--- config.mk ---
export PLATFORM = sky130hd
export DESIGN_NAME = rng_crc_engine
export DESIGN_NICKNAME = d
export VERILOG_FILES = /design/src/rtl/rng_pkg.sv /design/src/rtl/rng_lfsr_unroll.sv /design/src/rtl/rng_ctrl_fsm.sv /design/src/rtl/rng_crc_engine.sv
export SDC_FILE = /design/constraint.sdc
export NUM_CORES = 1
export LEC_CHECK = 0
export BUFFER_PORTS_ARGS = -buffer_cell sky130_fd_sc_hd__buf_2
export CAP_MARGIN = 20
export CELL_PAD_IN_SITES_DETAIL_PLACEMENT = 1
export CELL_PAD_IN_SITES_GLOBAL_PLACEMENT = 2
export CORE_MARGIN = 10
export CORE_UTILIZATION = 30
export CTS_BUF_LIST = sky130_fd_sc_hd__clkbuf_16
export DETAILED_ROUTE_END_ITERATION = 7
export PLACE_DENSITY = 0.68
export SYNTH_ARGS = -nofsm -noshare
export SYNTH_HDL_FRONTEND = slang
export SYNTH_HIERARCHICAL = 1
export SYNTH_SLANG_ARGS = --single-unit
--- constraint.sdc ---
create_clock -name clk -period 2.8 [get_ports clk]
set_input_delay 0.28 -clock clk [delete_from_list [all_inputs] [get_ports clk]]
set_output_delay 0.28 -clock clk [all_outputs]
set_load 0.02 [all_outputs]
--- src/rtl/rng_pkg.sv ---
package rng_pkg;

    typedef enum logic [1:0] {
        MODE_READ = 2'b00,
        MODE_STEP = 2'b01,
        MODE_RSVD = 2'b10,
        MODE_OFF  = 2'b11
    } rng_mode_e;

    typedef enum logic [2:0] {
        OP_HOLD,
        OP_SEED,
        OP_CRC,
        OP_STEP,
        OP_DRAW
    } rng_op_e;

    localparam logic [1:0] ADDR_LO  = 2'd0;
    localparam logic [1:0] ADDR_HI  = 2'd1;
    localparam logic [1:0] ADDR_CTL = 2'd2;

endpackage

--- src/rtl/rng_lfsr_unroll.sv ---
module rng_lfsr_unroll #(
    parameter int unsigned           W     = 16,
    parameter logic [W-1:0]          POLY  = 16'h8005,
    parameter int unsigned           STEPS = 8
) (
    input  logic [W-1:0]     seed_i,
    input  logic [STEPS-1:0] din_i,
    output logic [W-1:0]     next_o
);

    logic [W-1:0] stage [STEPS+1];

    assign stage[0] = seed_i;

    // din_i is consumed from its top bit down, one bit per stage
    for (genvar k = 0; k < STEPS; k++) begin : g_stage
        logic fb;
        assign fb           = din_i[STEPS-1-k] ^ stage[k][W-1];
        assign stage[k+1]   = {stage[k][W-2:0], 1'b0} ^ ({W{fb}} & POLY);
    end

    assign next_o = stage[STEPS];

endmodule

--- src/rtl/rng_ctrl_fsm.sv ---
module rng_ctrl_fsm
    import rng_pkg::*;
(
    input  logic       clk,
    input  logic       rst_n,
    input  logic       any_wr_i,
    input  logic       ctl_wr_i,
    input  logic [1:0] ctl_val_i,
    output rng_mode_e  mode_o,
    output logic       step_fire_o,
    output logic       draw_en_o
);

    rng_mode_e mode_q, mode_d;

    // state register
    always_ff @(posedge clk or negedge rst_n) begin
        if (!rst_n) begin
            mode_q <= MODE_READ;
        end else begin
            mode_q <= mode_d;
        end
    end

    // transitions: CTL_WRITE, STEP_DONE, HOLD
    always_comb begin
        mode_d = mode_q;
        if (ctl_wr_i) begin
            mode_d = rng_mode_e'(ctl_val_i);
        end else begin
            unique case (mode_q)
                MODE_READ: mode_d = MODE_READ;
                MODE_STEP: mode_d = any_wr_i ? MODE_STEP : MODE_READ;
                MODE_RSVD: mode_d = MODE_RSVD;
                MODE_OFF:  mode_d = MODE_OFF;
            endcase
        end
    end

    // outputs
    always_comb begin
        step_fire_o = 1'b0;
        draw_en_o   = 1'b0;
        unique case (mode_q)
            MODE_READ: draw_en_o   = 1'b1;
            MODE_STEP: step_fire_o = !any_wr_i;
            MODE_RSVD: ;
            MODE_OFF:  ;
        endcase
    end

    assign mode_o = mode_q;

endmodule

--- src/rtl/rng_crc_engine.sv ---
module rng_crc_engine
    import rng_pkg::*;
#(
    parameter int unsigned             BYTE_W     = 8,
    parameter logic [2*BYTE_W-1:0]     POLY       = 16'h8005,
    parameter int unsigned             DRAW_STEPS = 13
) (
    input  logic              clk,
    input  logic              rst_n,
    input  logic              bus_wr,
    input  logic              bus_rd,
    input  logic [1:0]        bus_addr,
    input  logic [BYTE_W-1:0] bus_wdata,
    output logic [BYTE_W-1:0] bus_rdata
);

    localparam int unsigned STATE_W = 2 * BYTE_W;

    logic [STATE_W-1:0] lfsr_q, lfsr_d;
    logic [STATE_W-1:0] crc_next, draw_next, one_next;
    rng_mode_e          mode_q;
    logic               step_fire, draw_en;
    rng_op_e            op;

    rng_ctrl_fsm u_fsm (
        .clk         (clk),
        .rst_n       (rst_n),
        .any_wr_i    (bus_wr),
        .ctl_wr_i    (bus_wr && (bus_addr == ADDR_CTL)),
        .ctl_val_i   (bus_wdata[1:0]),
        .mode_o      (mode_q),
        .step_fire_o (step_fire),
        .draw_en_o   (draw_en)
    );

    rng_lfsr_unroll #(.W(STATE_W), .POLY(POLY), .STEPS(BYTE_W)) u_crc (
        .seed_i (lfsr_q),
        .din_i  (bus_wdata),
        .next_o (crc_next)
    );

    rng_lfsr_unroll #(.W(STATE_W), .POLY(POLY), .STEPS(DRAW_STEPS)) u_draw (
        .seed_i (lfsr_q),
        .din_i  ({DRAW_STEPS{1'b0}}),
        .next_o (draw_next)
    );

    rng_lfsr_unroll #(.W(STATE_W), .POLY(POLY), .STEPS(1)) u_one (
        .seed_i (lfsr_q),
        .din_i  (1'b0),
        .next_o (one_next)
    );

    // operation select: writes win over the step and over read draws
    always_comb begin
        op = OP_HOLD;
        if (bus_wr) begin
            if (bus_addr == ADDR_LO)      op = OP_SEED;
            else if (bus_addr == ADDR_HI) op = OP_CRC;
        end else if (step_fire) begin
            op = OP_STEP;
        end else if (bus_rd && (bus_addr == ADDR_LO) && draw_en) begin
            op = OP_DRAW;
        end
    end

    always_comb begin
        unique case (op)
            OP_SEED: lfsr_d = {lfsr_q[BYTE_W-1:0], bus_wdata};
            OP_CRC:  lfsr_d = crc_next;
            OP_STEP: lfsr_d = one_next;
            OP_DRAW: lfsr_d = draw_next;
            default: lfsr_d = lfsr_q;
        endcase
    end

    always_ff @(posedge clk or negedge rst_n) begin
        if (!rst_n) begin
            lfsr_q <= '0;
        end else begin
            lfsr_q <= lfsr_d;
        end
    end

    // read data captures the pre-update state
    always_ff @(posedge clk or negedge rst_n) begin
        if (!rst_n) begin
            bus_rdata <= '0;
        end else if (bus_rd) begin
            unique case (bus_addr)
                ADDR_LO:  bus_rdata <= lfsr_q[BYTE_W-1:0];
                ADDR_HI:  bus_rdata <= lfsr_q[STATE_W-1:BYTE_W];
                ADDR_CTL: bus_rdata <= {{(BYTE_W-2){1'b0}}, mode_q};
                default:  bus_rdata <= '0;
            endcase
        end
    end

endmodule

Yosys cells after proc, flatten, opt, wreduce, memory -nomap -nowiden

Cells that the tools add are included.

Bits in read-only memories: 0
Bits in latches: 0
Output and inout port bits: 8
Memories kept: 0
RAM bits: 0
Flip-flop bits (word level): 26

Reductions and logical operators: 7
Divide/modulo/power cells: 0
Magnitude comparators: 0
Shifts and indexed selects: 0
Multiplexer cells: 12
Multiply operators: 0
Bitwise gates (word level): 29
Add/sub/neg operators: 0
Equality and inequality tests: 9

Operators with widths:

| cell                                                 | count |
|---|---|
| bitwise XOR 16 bit                                   | 21 |
| one-hot mux 16 bit (4 select lines)                  | 1 |
| one-hot mux 8 bit (3 select lines)                   | 1 |
| 2-to-1 mux 3 bit                                     | 4 |
| one-hot mux 2 bit (4 select lines)                   | 1 |
| bitwise XOR 1 bit                                    | 8 |
| equality test 2 bit (second input constant)          | 3 |
| equality test 3 x 2 -> 1 bit (second input constant) | 2 |
| equality test 2 x 1 -> 1 bit (second input constant) | 2 |
| logical NOT 2 bit                                    | 2 |
| 2-to-1 mux 2 bit                                     | 2 |
| nonzero test 4 bit                                   | 1 |
| equality test 3 x 1 -> 1 bit (second input constant) | 1 |
| equality test 3 bit (second input constant)          | 1 |
| logical AND 1 bit                                    | 3 |
| 2-to-1 mux 1 bit                                     | 3 |
| logical NOT 1 bit                                    | 1 |

Depth between registers and ports, before layout

Gate-level depths: netlist (run 1).

Word-level depth: 17
Gate-level depth with buffers: 8
Gate-level depth less buffers: 7

Cells and area by module

Netlist (run 1), hierarchy kept.

Modules (own cells, without submodules):

| module                   | cells an instance | area each (µm²) | instances |
|---|---|---|---|
| rng_crc_engine           | 161               | 1525.2          | 1 |
| rng_lfsr_unroll (u_draw) | 38                | 415.4           | 1 |
| rng_lfsr_unroll (u_crc)  | 31                | 324.1           | 1 |
| rng_lfsr_unroll (u_one)  | 17                | 161.4           | 1 |
| rng_ctrl_fsm             | 8                 | 90.1            | 1 |

Worst setup path before layout (run 1)

Ideal clock, no wire load.

Kind: flip-flop to flip-flop
Start: register lfsr_q[15]
End: register lfsr_q[0]
Clock period less this slack: 2.293 ns
Cell stages (with the launch flop): 8
Required time: 2.673 ns
Data arrival time: 2.165 ns
Setup time: 0.127 ns
Setup slack: 0.507 ns
Path through: dfrtp_1 > xnor2_1 > xor2_1 > xnor3_2 > xor3_1 > buf_4 > a211oi_1 > a31oi_1

RTL lines:

| element                             | line                  | text |
|---|---|---|
| start, declared                     | rng_crc_engine.sv:19  | `logic [STATE_W-1:0] lfsr_q, lfsr_d;` |
| start signal, assigned              | rng_crc_engine.sv:81  | `lfsr_q <= lfsr_d;` |
| bitwise XOR 16 bit (12 in series)   | rng_lfsr_unroll.sv:19 | `assign stage[k+1] = {stage[k][W-2:0], 1'b0} ^ ({W{fb}} & POLY);` |
| named net u_draw.g_stage[12].fb     | rng_lfsr_unroll.sv:17 | `logic fb;` |
| bitwise XOR 16 bit                  | rng_lfsr_unroll.sv:19 |  |
| named net draw_next[0]              | rng_crc_engine.sv:20  | `logic [STATE_W-1:0] crc_next, draw_next, one_next;` |
| one-hot mux 16 bit (4 select lines) | rng_crc_engine.sv:68  | `unique case (op)` |

The timed path passes the listed nets, and every way through them passes these cells.
A chain may end at the register's enable or synchronous reset.

Worst setup path in the final report (run 1)

Start: register lfsr_q[15]
End: register lfsr_q[0]

RTL lines:

| element                             | line |
|---|---|
| bitwise XOR 16 bit (13 in series)   | rng_lfsr_unroll.sv:19 |
| named net draw_next[0]              | rng_crc_engine.sv:20 |
| one-hot mux 16 bit (4 select lines) | rng_crc_engine.sv:68 |

The timed path passes the listed nets, and every way through them passes these cells.

==> metrics, run 1 <==
Post-synth ARST share=1.000; 1st-iter DRT viols=101; Crit path arrival time=2.53 ns; Fin. Hold Viols=0; final setup fails=0; ANT nets after route=0; DIE AREA=12450 sq um; synthesized instance count=between 200 and 300; Synth top area share=0.2586; postcts setup bufs=0; Final Skew=0.006102 ns; Max Cap Viol=0; Die Wd=111.6 um; cts repair resizes=0; top cells by area, synth=dfrtp_1 26%, xnor2_1 9.1%, buf_4 7.8%, a32o_1 6.4%, xor2_1 5.6%; # rows=33; clock root cell=clkbuf_16; Total Neg Setup Slack=0 ns; area leader, netlist=dfrtp_1; insertion delay to the later sink of the worst-skew pair=0.27 ns; CP startpoint kind=flop; Initial DRT Pass Iterations=4; Non-Filler Instances=369; CTS tree=done; aggregate global-route resource usage=0.1079; slew margin rel.=0.4778; Cell Area, Synth=approximately 2500 sq um; status=completed; setup repair after global routing missed its margin=no; io pins=22; Remaining DRCs=0; fmax=0.4198 GHz; htree depth=1; Yosys cell types=34; number of CTS-inserted buffers=3; critical path class=flop to flop; period utilization=0.8507; most frequent cell after synthesis=nand2_1; CP Max Fanout=7; GR Util met2=0.1743; yosys warns=6; crit path capture type=flop; pin count of the biggest net entering global routing=27; die height=111.6 um; top_reg_cell synth=dfrtp_1; actual slew at the worst max-slew pin=0.7833 ns; core outline area=8175 sq um; DR WL/cell=~18 um; peak supply drop=426.7 uV; DP Cell Count=365; P per Cell Area=952.6 nW/um^2; class of the worst hold path=input pin to async pin; clock-pin slew on the worst setup and hold paths=approximately 0.08 ns; hold_ws=0.03246 ns; starting density of the core=0.3078; Nets=279; initial antenna violation count=0; first-pass GRT wire length=11050 um; total congestion overflow=0; vias in the first global route=1956; Pleak=1.156 nW; commonest cells in the netlist=33 x nand2_1, 26 x buf_4, 26 x dfrtp_1, 26 x xnor2_1; min cycle time layout=2.382 ns; post-synthesis register bit count=26; via-per-instance ratio=4.984; antenna cells=0; post-synthesis sequential area ratio=0.2586; grt met1 use=0.1471; GP Congestion=0.7607; critical path required time=2.95 ns; busiest layer in global routing=met2; CTS Hold Bufs=0; max-slew violation count=0; Post-synth EDFFs=0; average size of a mapped cell=9.867 sq um; vias post-DR=approximately 1800; global routing usage on met3=0.02415; worst-case clock buffer depth=2; dpl hpwl=between 4000 and 5000 um; port bufs=21; layout cells sized above 1=0.2008; clk sinks=26; Layout area overhead=6.912%; Total Routed Length=about 6800 um
worst paths after layout:
kind / startpoint / end / slack [ns] / cells past startpoint
max in group asynchronous: rst_n / lfsr_q[9] / 2.34 / 1
min reg2reg: bus_rdata[6] / bus_rdata[6] / 0.53 / 2
min in group clk: bus_wdata[1] / u_fsm/mode_o[1] / 0.29 / 2
max reg2reg: lfsr_q[15] / lfsr_q[0] / 0.42 / 6
min: rst_n / lfsr_q[4] / 0.03 / 1
max: lfsr_q[15] / lfsr_q[0] / 0.42 / 6
stage by stage:
stage	area, sq um	power (mW)	setup slack, ns	utilization
after detailed placement	2585	2.138	0.4351	0.3162
after global routing	2690	2.754	0.2166	0.3290
after floorplan	2572	2.171	0.5073	-
after CTS	2690	2.591	0.4260	0.3290
after global placement	2585	2.126	0.5022	0.3162
final	2690	2.563	0.4181	0.3290
logic make-up after synthesis:
kind of cell / share of synthesized area
other: 0.001490
and+or+nand+nor: 0.09945
AOI/OAI and AO/OA: 0.1885
xor gates and xnor gates: 0.2849
muxes: 0.03779
DFF: 0.2586
buffers and inverters: 0.1293
state kept, by name (all words and copies together) (netlist names):
| name | cells |
|---|---|
| u_fsm/mode_o | 2 |
| lfsr_q | 16 |
| bus_rdata | 8 |
layout make-up:
cell class                 instances  area [sq um]
clock buffer                       3         75.07
clock inverter                     1         30.03
fill                             947          5485
inverter                           9         33.78
multi-input combinational        195          1597
sequential                        26         650.6
tap                              105         131.4
timing repair buffer              30         172.7
worst max-delay path, stage by stage (launching register included):
cell      delay [ns]
dfrtp_1         0.50
xnor2_1         0.32
xor2_1          0.26
xnor3_2         0.52
xor3_1          0.37
a211oi_1        0.23
a31oi_1         0.06
routing by layer:
layer	wire length, um	vias to the layer above
met5	0	-
li1	-	879
met2	3171	32
met4	23	0
met1	3235	926
met3	323	2
layout by cell type, fill, tap and decap left out, types with 3 or more instances in the layout:
cell type   n
a211oi_1   16
a21oi_1     4
a31oi_1    16
a32o_1     16
buf_2      21
buf_4       9
clkbuf_16   3
conb_1     16
dfrtp_1    26
inv_1       9
mux2i_1     8
nand2_1    33
nor2_1      6
o22ai_1     6
xnor2_1    26
xnor2_2     7
xnor3_1     3
xor2_1     16
xor2_2      3
xor3_1      3
where the power goes:
group          switching, mW  internal, mW
clock network          0.155         0.285
logic                  0.642         0.867
registers              0.155         0.458
(Power assumes the default switching activity.)
==> run 2, diff against run 1 <==
--- a/config.mk
+++ b/config.mk
@@ -9,7 +9,6 @@
 export CAP_MARGIN = 20
 export CELL_PAD_IN_SITES_DETAIL_PLACEMENT = 1
 export CELL_PAD_IN_SITES_GLOBAL_PLACEMENT = 2
-export CORE_MARGIN = 10
 export CORE_UTILIZATION = 30
 export CTS_BUF_LIST = sky130_fd_sc_hd__clkbuf_16
 export DETAILED_ROUTE_END_ITERATION = 7
==> run 2 against run 1 <==
Cell count down 0.54%. Critical path depth up 1. Combinational power about the same. Flip-flop and latch count unchanged. Via count down 0.87%. Utilization down 0.18 points. Critical path type unchanged. Critical endpoint is now lfsr_q[15].
==> metrics, run 2 (synthesis results as in run 1) <==
CP startpoint kind=flop; Total Power=2.576 mW (+0.51%); Layout area overhead=6.315%; number of CTS-inserted buffers=3 (unchanged); actual slew at the worst max-slew pin=0.6758 ns (-0.1075 ns); aggregate global-route resource usage=0.1655 (+0.05766); min cycle time layout=2.369 ns (-0.01294 ns); max-slew violation count=0 (unchanged); Critical Path, Cell by Cell=xnor2_1 > xor2_1 > xnor2_1 > xnor3_1 > a32o_1 > a211oi_1 > a31oi_1; CTS tree=done; post-route cell area=2675 sq um (-0.56%); Fin. Hold Viols=0 (unchanged); Crit path arrival time=2.51 ns (-0.02 ns); htree depth=1 (unchanged); io pins=22 (unchanged); total congestion overflow=0 (unchanged); postcts setup bufs=0 (unchanged); status=completed; Final Skew=0.003250 ns (-0.002852 ns); port bufs=21 (unchanged); pin count of the biggest net entering global routing=27 (unchanged); setup repair after global routing missed its margin=no; Fill cells=953 (+0.63%); Reg area=650.6 sq um (unchanged); Total Neg Setup Slack=0 ns (unchanged); ANT nets after route=0 (unchanged); slew margin rel.=0.5494 (+0.07164); via-per-instance ratio=4.967 (-0.33%); peak supply drop=458.7 uV (+7.5%); Buf+Inv Stages, Crit Path=0 (unchanged); insertion delay to the later sink of the worst-skew pair=0.27 ns (about the same); cts repair resizes=0 (unchanged); Largest register FFs=16 (unchanged); # rows=33 (unchanged); multi-input gate area in the final layout=1597 sq um (unchanged); layout cells sized above 1=0.1947 (-0.006101); 1st-iter DRT viols=92 (-8.9%); Total Routed Length=6588 um (-2.5%); dpl hpwl=4760 um (-2.2%); area post-placement=2570 sq um (-0.58%); period utilization=0.8461 (-0.004621); final setup fails=0 (unchanged); Initial DRT Pass Iterations=4 (unchanged); most frequent cells in the layout=33 x nand2_1, 26 x dfrtp_1, 26 x xnor2_1; CP most frequent cell=xnor2_1; critical path required time=2.94 ns (about the same); vias post-DR=1823 (-0.87%); critical path's slowest cell=dfrtp_1; Max Cap Viol=0 (unchanged); fmax=0.4221 GHz (+0.55%); starting density of the core=0.3078 (unchanged); clock root cell=clkbuf_16; Final Core Density=0.3272 (-0.001836); die height=93.58 um (-16%); Remaining DRCs=0 (unchanged); vias in the first global route=1899 (-2.9%); DIE AREA=8757 sq um (-30%); class of the worst hold path=input pin to async pin; Top Family by Delay on Critical Path=XOR/XNOR gates; first-pass GRT wire length=10820 um (-2.1%); Largest Register=lfsr_q; critical path class=flop to flop; crit path capture type=flop; CTS Hold Bufs=0 (unchanged); DP Cell Count=363 (-0.55%); DR WL/cell=17.95 um (-1.9%); clock-pin slew on the worst setup and hold paths=0.07 ns (about the same); initial antenna violation count=0 (unchanged); CP Max Fanout=5 (-2); worst-case clock buffer depth=2 (unchanged); antenna cells=0 (unchanged); Non-Filler Instances=367 (-0.54%); CP peak stage delay=0.47 ns (-0.05 ns); Nets=277 (-0.72%); core outline area=8175 sq um (unchanged); clk sinks=26 (unchanged); Die Wd=93.58 um (-16%); GP Congestion=0.7573 (-0.45%); Pleak=1.146 nW (-0.83%); P per Cell Area=962.9 nW/um^2 (+1.1%); most common cell after layout, fill and taps aside=nand2_1
run 2: cell count changes in the layout (fill, tap and decap cells not counted):
cell / delta
buf_4: -2
run 2: report_power, final:
| group | leakage, nW | switching (mW) | internal (mW) |
|---|---|---|---|
| registers | 0.320 | 0.156 | 0.458 |
| clock network | 0.0511 | 0.150 | 0.285 |
| logic | 0.776 | 0.665 | 0.863 |
run 2: area by class of cell:
type                       instances  area share
clock buffer                       3     0.02806
multi-input combinational        195      0.5968
sequential                        26      0.2432
inverter                           9     0.01263
tap                              105     0.04911
clock inverter                     1     0.01123
timing repair buffer              28     0.05893
run 2: worst paths after layout:
path                              start              end  slack, ns  depth (start not counted)
hold / removal                    rst_n     bus_rdata[3]       0.05                          1
hold reg to reg            bus_rdata[0]     bus_rdata[0]       0.52                          2
setup / recovery             lfsr_q[10]       lfsr_q[15]       0.43                          7
min in group clk           bus_wdata[0]  u_fsm/mode_o[0]       0.29                          3
setup reg to reg             lfsr_q[10]       lfsr_q[15]       0.43                          7
max in group asynchronous         rst_n       lfsr_q[14]       2.32                          1
run 2: routing by layer:
layer	global-route usage	up-vias	wire, um
met3	0.01870	6	212
met5	0	-	0
li1	-	874	-
met4	0.03718	0	79
met2	0.2702	39	3088
met1	0.2333	904	3208
run 2: worst register-to-register path: cells and delay by family, from the launching register on:
kind,cells,cell delay (ns)
compound gates,3,0.51
xor+xnor,4,1.27
flops,1,0.47
run 2: stage by stage:
step	hold slack, ns	worst slack, ns
5_1_grt	0.1200	0.2566
3_3_place_gp	0.3562	0.4562
3_5_place_dp	0.3670	0.4372
6_report	0.04512	0.4310
2_1_floorplan	-0.01559	0.5073
4_1_cts	0.07415	0.4156
==> run 3, diff against run 2 <==
--- a/config.mk
+++ b/config.mk
@@ -12,7 +12,7 @@
 export CORE_UTILIZATION = 30
 export CTS_BUF_LIST = sky130_fd_sc_hd__clkbuf_16
 export DETAILED_ROUTE_END_ITERATION = 7
-export PLACE_DENSITY = 0.68
+export PLACE_DENSITY = 0.7
 export SYNTH_ARGS = -nofsm -noshare
 export SYNTH_HDL_FRONTEND = slang
 export SYNTH_HIERARCHICAL = 1
==> constraint.sdc (replaced) <==
create_clock -name clk -period 2.03 [get_ports clk]
set_input_delay 0.203 -clock clk [delete_from_list [all_inputs] [get_ports clk]]
set_output_delay 0.203 -clock clk [all_outputs]
set_load 0.02 [all_outputs]
==> run 3 against run 2 <==
Setup slack worse by 0.61 ns. Flip-flop and latch count stayed put. Utilization rose by 9.3 points. Sequential share of layout area fell by 5.3 points. Clock skew increased by 0.00091 ns. The flow now finishes with violations (negative setup slack). Hold slack gained 0.18 ns. Register-to-register slack got worse by 0.61 ns. Die area unchanged. Via count increased by 17%. First-iteration DRC count decreased by 18%. Non-clock buffer count rose by 64.
==> metrics, run 3 (synthesis results as in run 1) <==
Die Wd=93.58 um (unchanged); number of CTS-inserted buffers=3 (unchanged); fmax=0.4520 GHz (+7.1%); Total Routed Length=7928 um (+20%); Fill cells=932 (-2.2%); Critical Path, Cell by Cell=buf_6 > xnor2_4 > xnor2_2 > xnor3_2 > buf_6 > xor3_1 > a211oi_2 > a31oi_1; CP peak stage delay=0.51 ns (+0.04 ns); critical path class=flop to flop; critical path's slowest cell=xnor3_2; starting density of the core=0.3078 (unchanged); # rows=33 (unchanged); worst-case clock buffer depth=2 (unchanged); clk sinks=26 (unchanged); Total Power=4.637 mW (+80%); min cycle time layout=2.212 ns (-0.1566 ns); GP Congestion=0.7910 (+4.5%); Remaining DRCs=0 (unchanged); Total Neg Setup Slack=-0.4209 ns (-0.4209 ns); most common cell after layout, fill and taps aside=buf_4; total congestion overflow=0 (unchanged); aggregate global-route resource usage=0.1939 (+0.02837); Fin. Hold Viols=0 (unchanged); Final Skew=0.004159 ns (+0.0009092 ns); io pins=22 (unchanged); critical path required time=2.13 ns (-0.81 ns); CP most frequent cell=buf_6; clock-pin slew on the worst setup and hold paths=0.07 ns (about the same); final worst slack=-0.1824 ns (-0.6134 ns); Crit path arrival time=2.31 ns (-0.20 ns); period utilization=1.090 (+0.2438); dpl hpwl=5288 um (+11%); final setup fails=3 (+3); Initial DRT Pass Iterations=4 (unchanged); vias in the first global route=2273 (+20%); P per Cell Area=1351 nW/um^2 (+40%); die height=93.58 um (unchanged); Largest Register=lfsr_q; max-slew violation count=0 (unchanged); insertion delay to the later sink of the worst-skew pair=0.27 ns (about the same); Pleak=1.576 nW (+37%); DIE AREA=8757 sq um (unchanged); most frequent cells in the layout=64 x buf_4, 33 x nand2_1, 23 x dfrtp_1; DP Cell Count=408 (+12%); Nets=342 (+23%); via-per-instance ratio=4.924 (-0.88%); slew margin rel.=0.5194 (-0.03003); pin count of the biggest net entering global routing=27 (unchanged); failing checks=negative setup slack; htree depth=1 (unchanged); ANT nets after route=0 (unchanged); Max Cap Viol=0 (unchanged); setup repair after global routing missed its margin=yes; DR WL/cell=18.35 um (+2.2%); port bufs=21 (unchanged); class of the worst hold path=input pin to flop; Largest register FFs=16 (unchanged); layout cells sized above 1=0.4373 (+0.2427); initial antenna violation count=0 (unchanged); Non-Filler Instances=432 (+18%); crit path capture type=flop; clock root cell=clkbuf_16; vias post-DR=2127 (+17%); CP startpoint kind=flop; Layout area overhead=36.45%; status=complete, but fails checks; Final Core Density=0.4200 (+0.09275); 1st-iter DRT viols=75 (-18%); first-pass GRT wire length=12800 um (+18%); peak supply drop=437.2 uV (-4.7%); core outline area=8175 sq um (unchanged); antenna cells=0 (unchanged); CP Max Fanout=3 (-2); actual slew at the worst max-slew pin=0.7209 ns (+0.04505 ns); CTS tree=done
-- run 3: report_power, final --
group	leakage [nW]	internal (mW)	switching (mW)
Combinational	1.22	2.01	1.35
Sequential	0.316	0.636	0.155
Clock	0.0423	0.265	0.216
Total	1.58	2.92	1.72
-- run 3: layout make-up --
cell class                 count  area (sq um)  area share
inverter                       9         33.78    0.009840
tap                          105         131.4     0.03827
timing repair buffer          92         671.9      0.1957
multi-input combinational    196          1863      0.5426
clock buffer                   3         75.07     0.02187
clock inverter                 1         3.754    0.001093
sequential                    26         654.4      0.1906
-- run 3: what timing repair did --
action / 4_1_cts / 5_1_grt
setup endpoints to repair: 9 / 16
cloned: 1 / 0
hold endpoints to repair: 3 / 0
pin swaps: 23 / 10
gates resized for setup: 21 / 10
hold buffers: 1 / 0
buffers inserted: 12 / 8
-- run 3: stage by stage --
step | hold WS (ns) | worst slack, ns | instance area [sq um]
after CTS | 0.2313 | -0.1028 | 3312
after detailed placement | 0.2892 | -0.2789 | 2972
after global routing | 0.2378 | -0.2457 | 3433
after floorplan | -0.09259 | 0.005421 | 2636
final | 0.2292 | -0.1824 | 3433
after global placement | 0.2837 | -0.2073 | 2972
-- run 3: worst max-delay path, delay by kind of cell (launching register included) --
family          cells  cell delay [ns]
compound gates      2             0.28
flops               1             0.40
xor+xnor            4             1.08
buf+inv             2             0.27
-- run 3: final timing paths --
| check | from | end | slack, ns | depth (start not counted) |
|---|---|---|---|---|
| max in group asynchronous | rst_n | lfsr_q[15] | 1.04 | 2 |
| setup / recovery | lfsr_q[8] | lfsr_q[0] | -0.18 | 8 |
| hold reg to reg | bus_rdata[2] | bus_rdata[2] | 0.53 | 2 |
| min in group asynchronous | rst_n | bus_rdata[5] | 0.51 | 2 |
| hold / removal | bus_wdata[3] | lfsr_q[3] | 0.23 | 3 |
| setup reg to reg | lfsr_q[8] | lfsr_q[0] | -0.18 | 8 |
-- run 3: routing by layer --
metal  wire length (um)  vias to the layer above  GRT usage
met5                  0                        -          0
met4                122                        0    0.04103
met3                236                       14    0.02276
met2               4110                       41     0.3499
met1               3458                     1070     0.2469
li1                   -                     1002          -
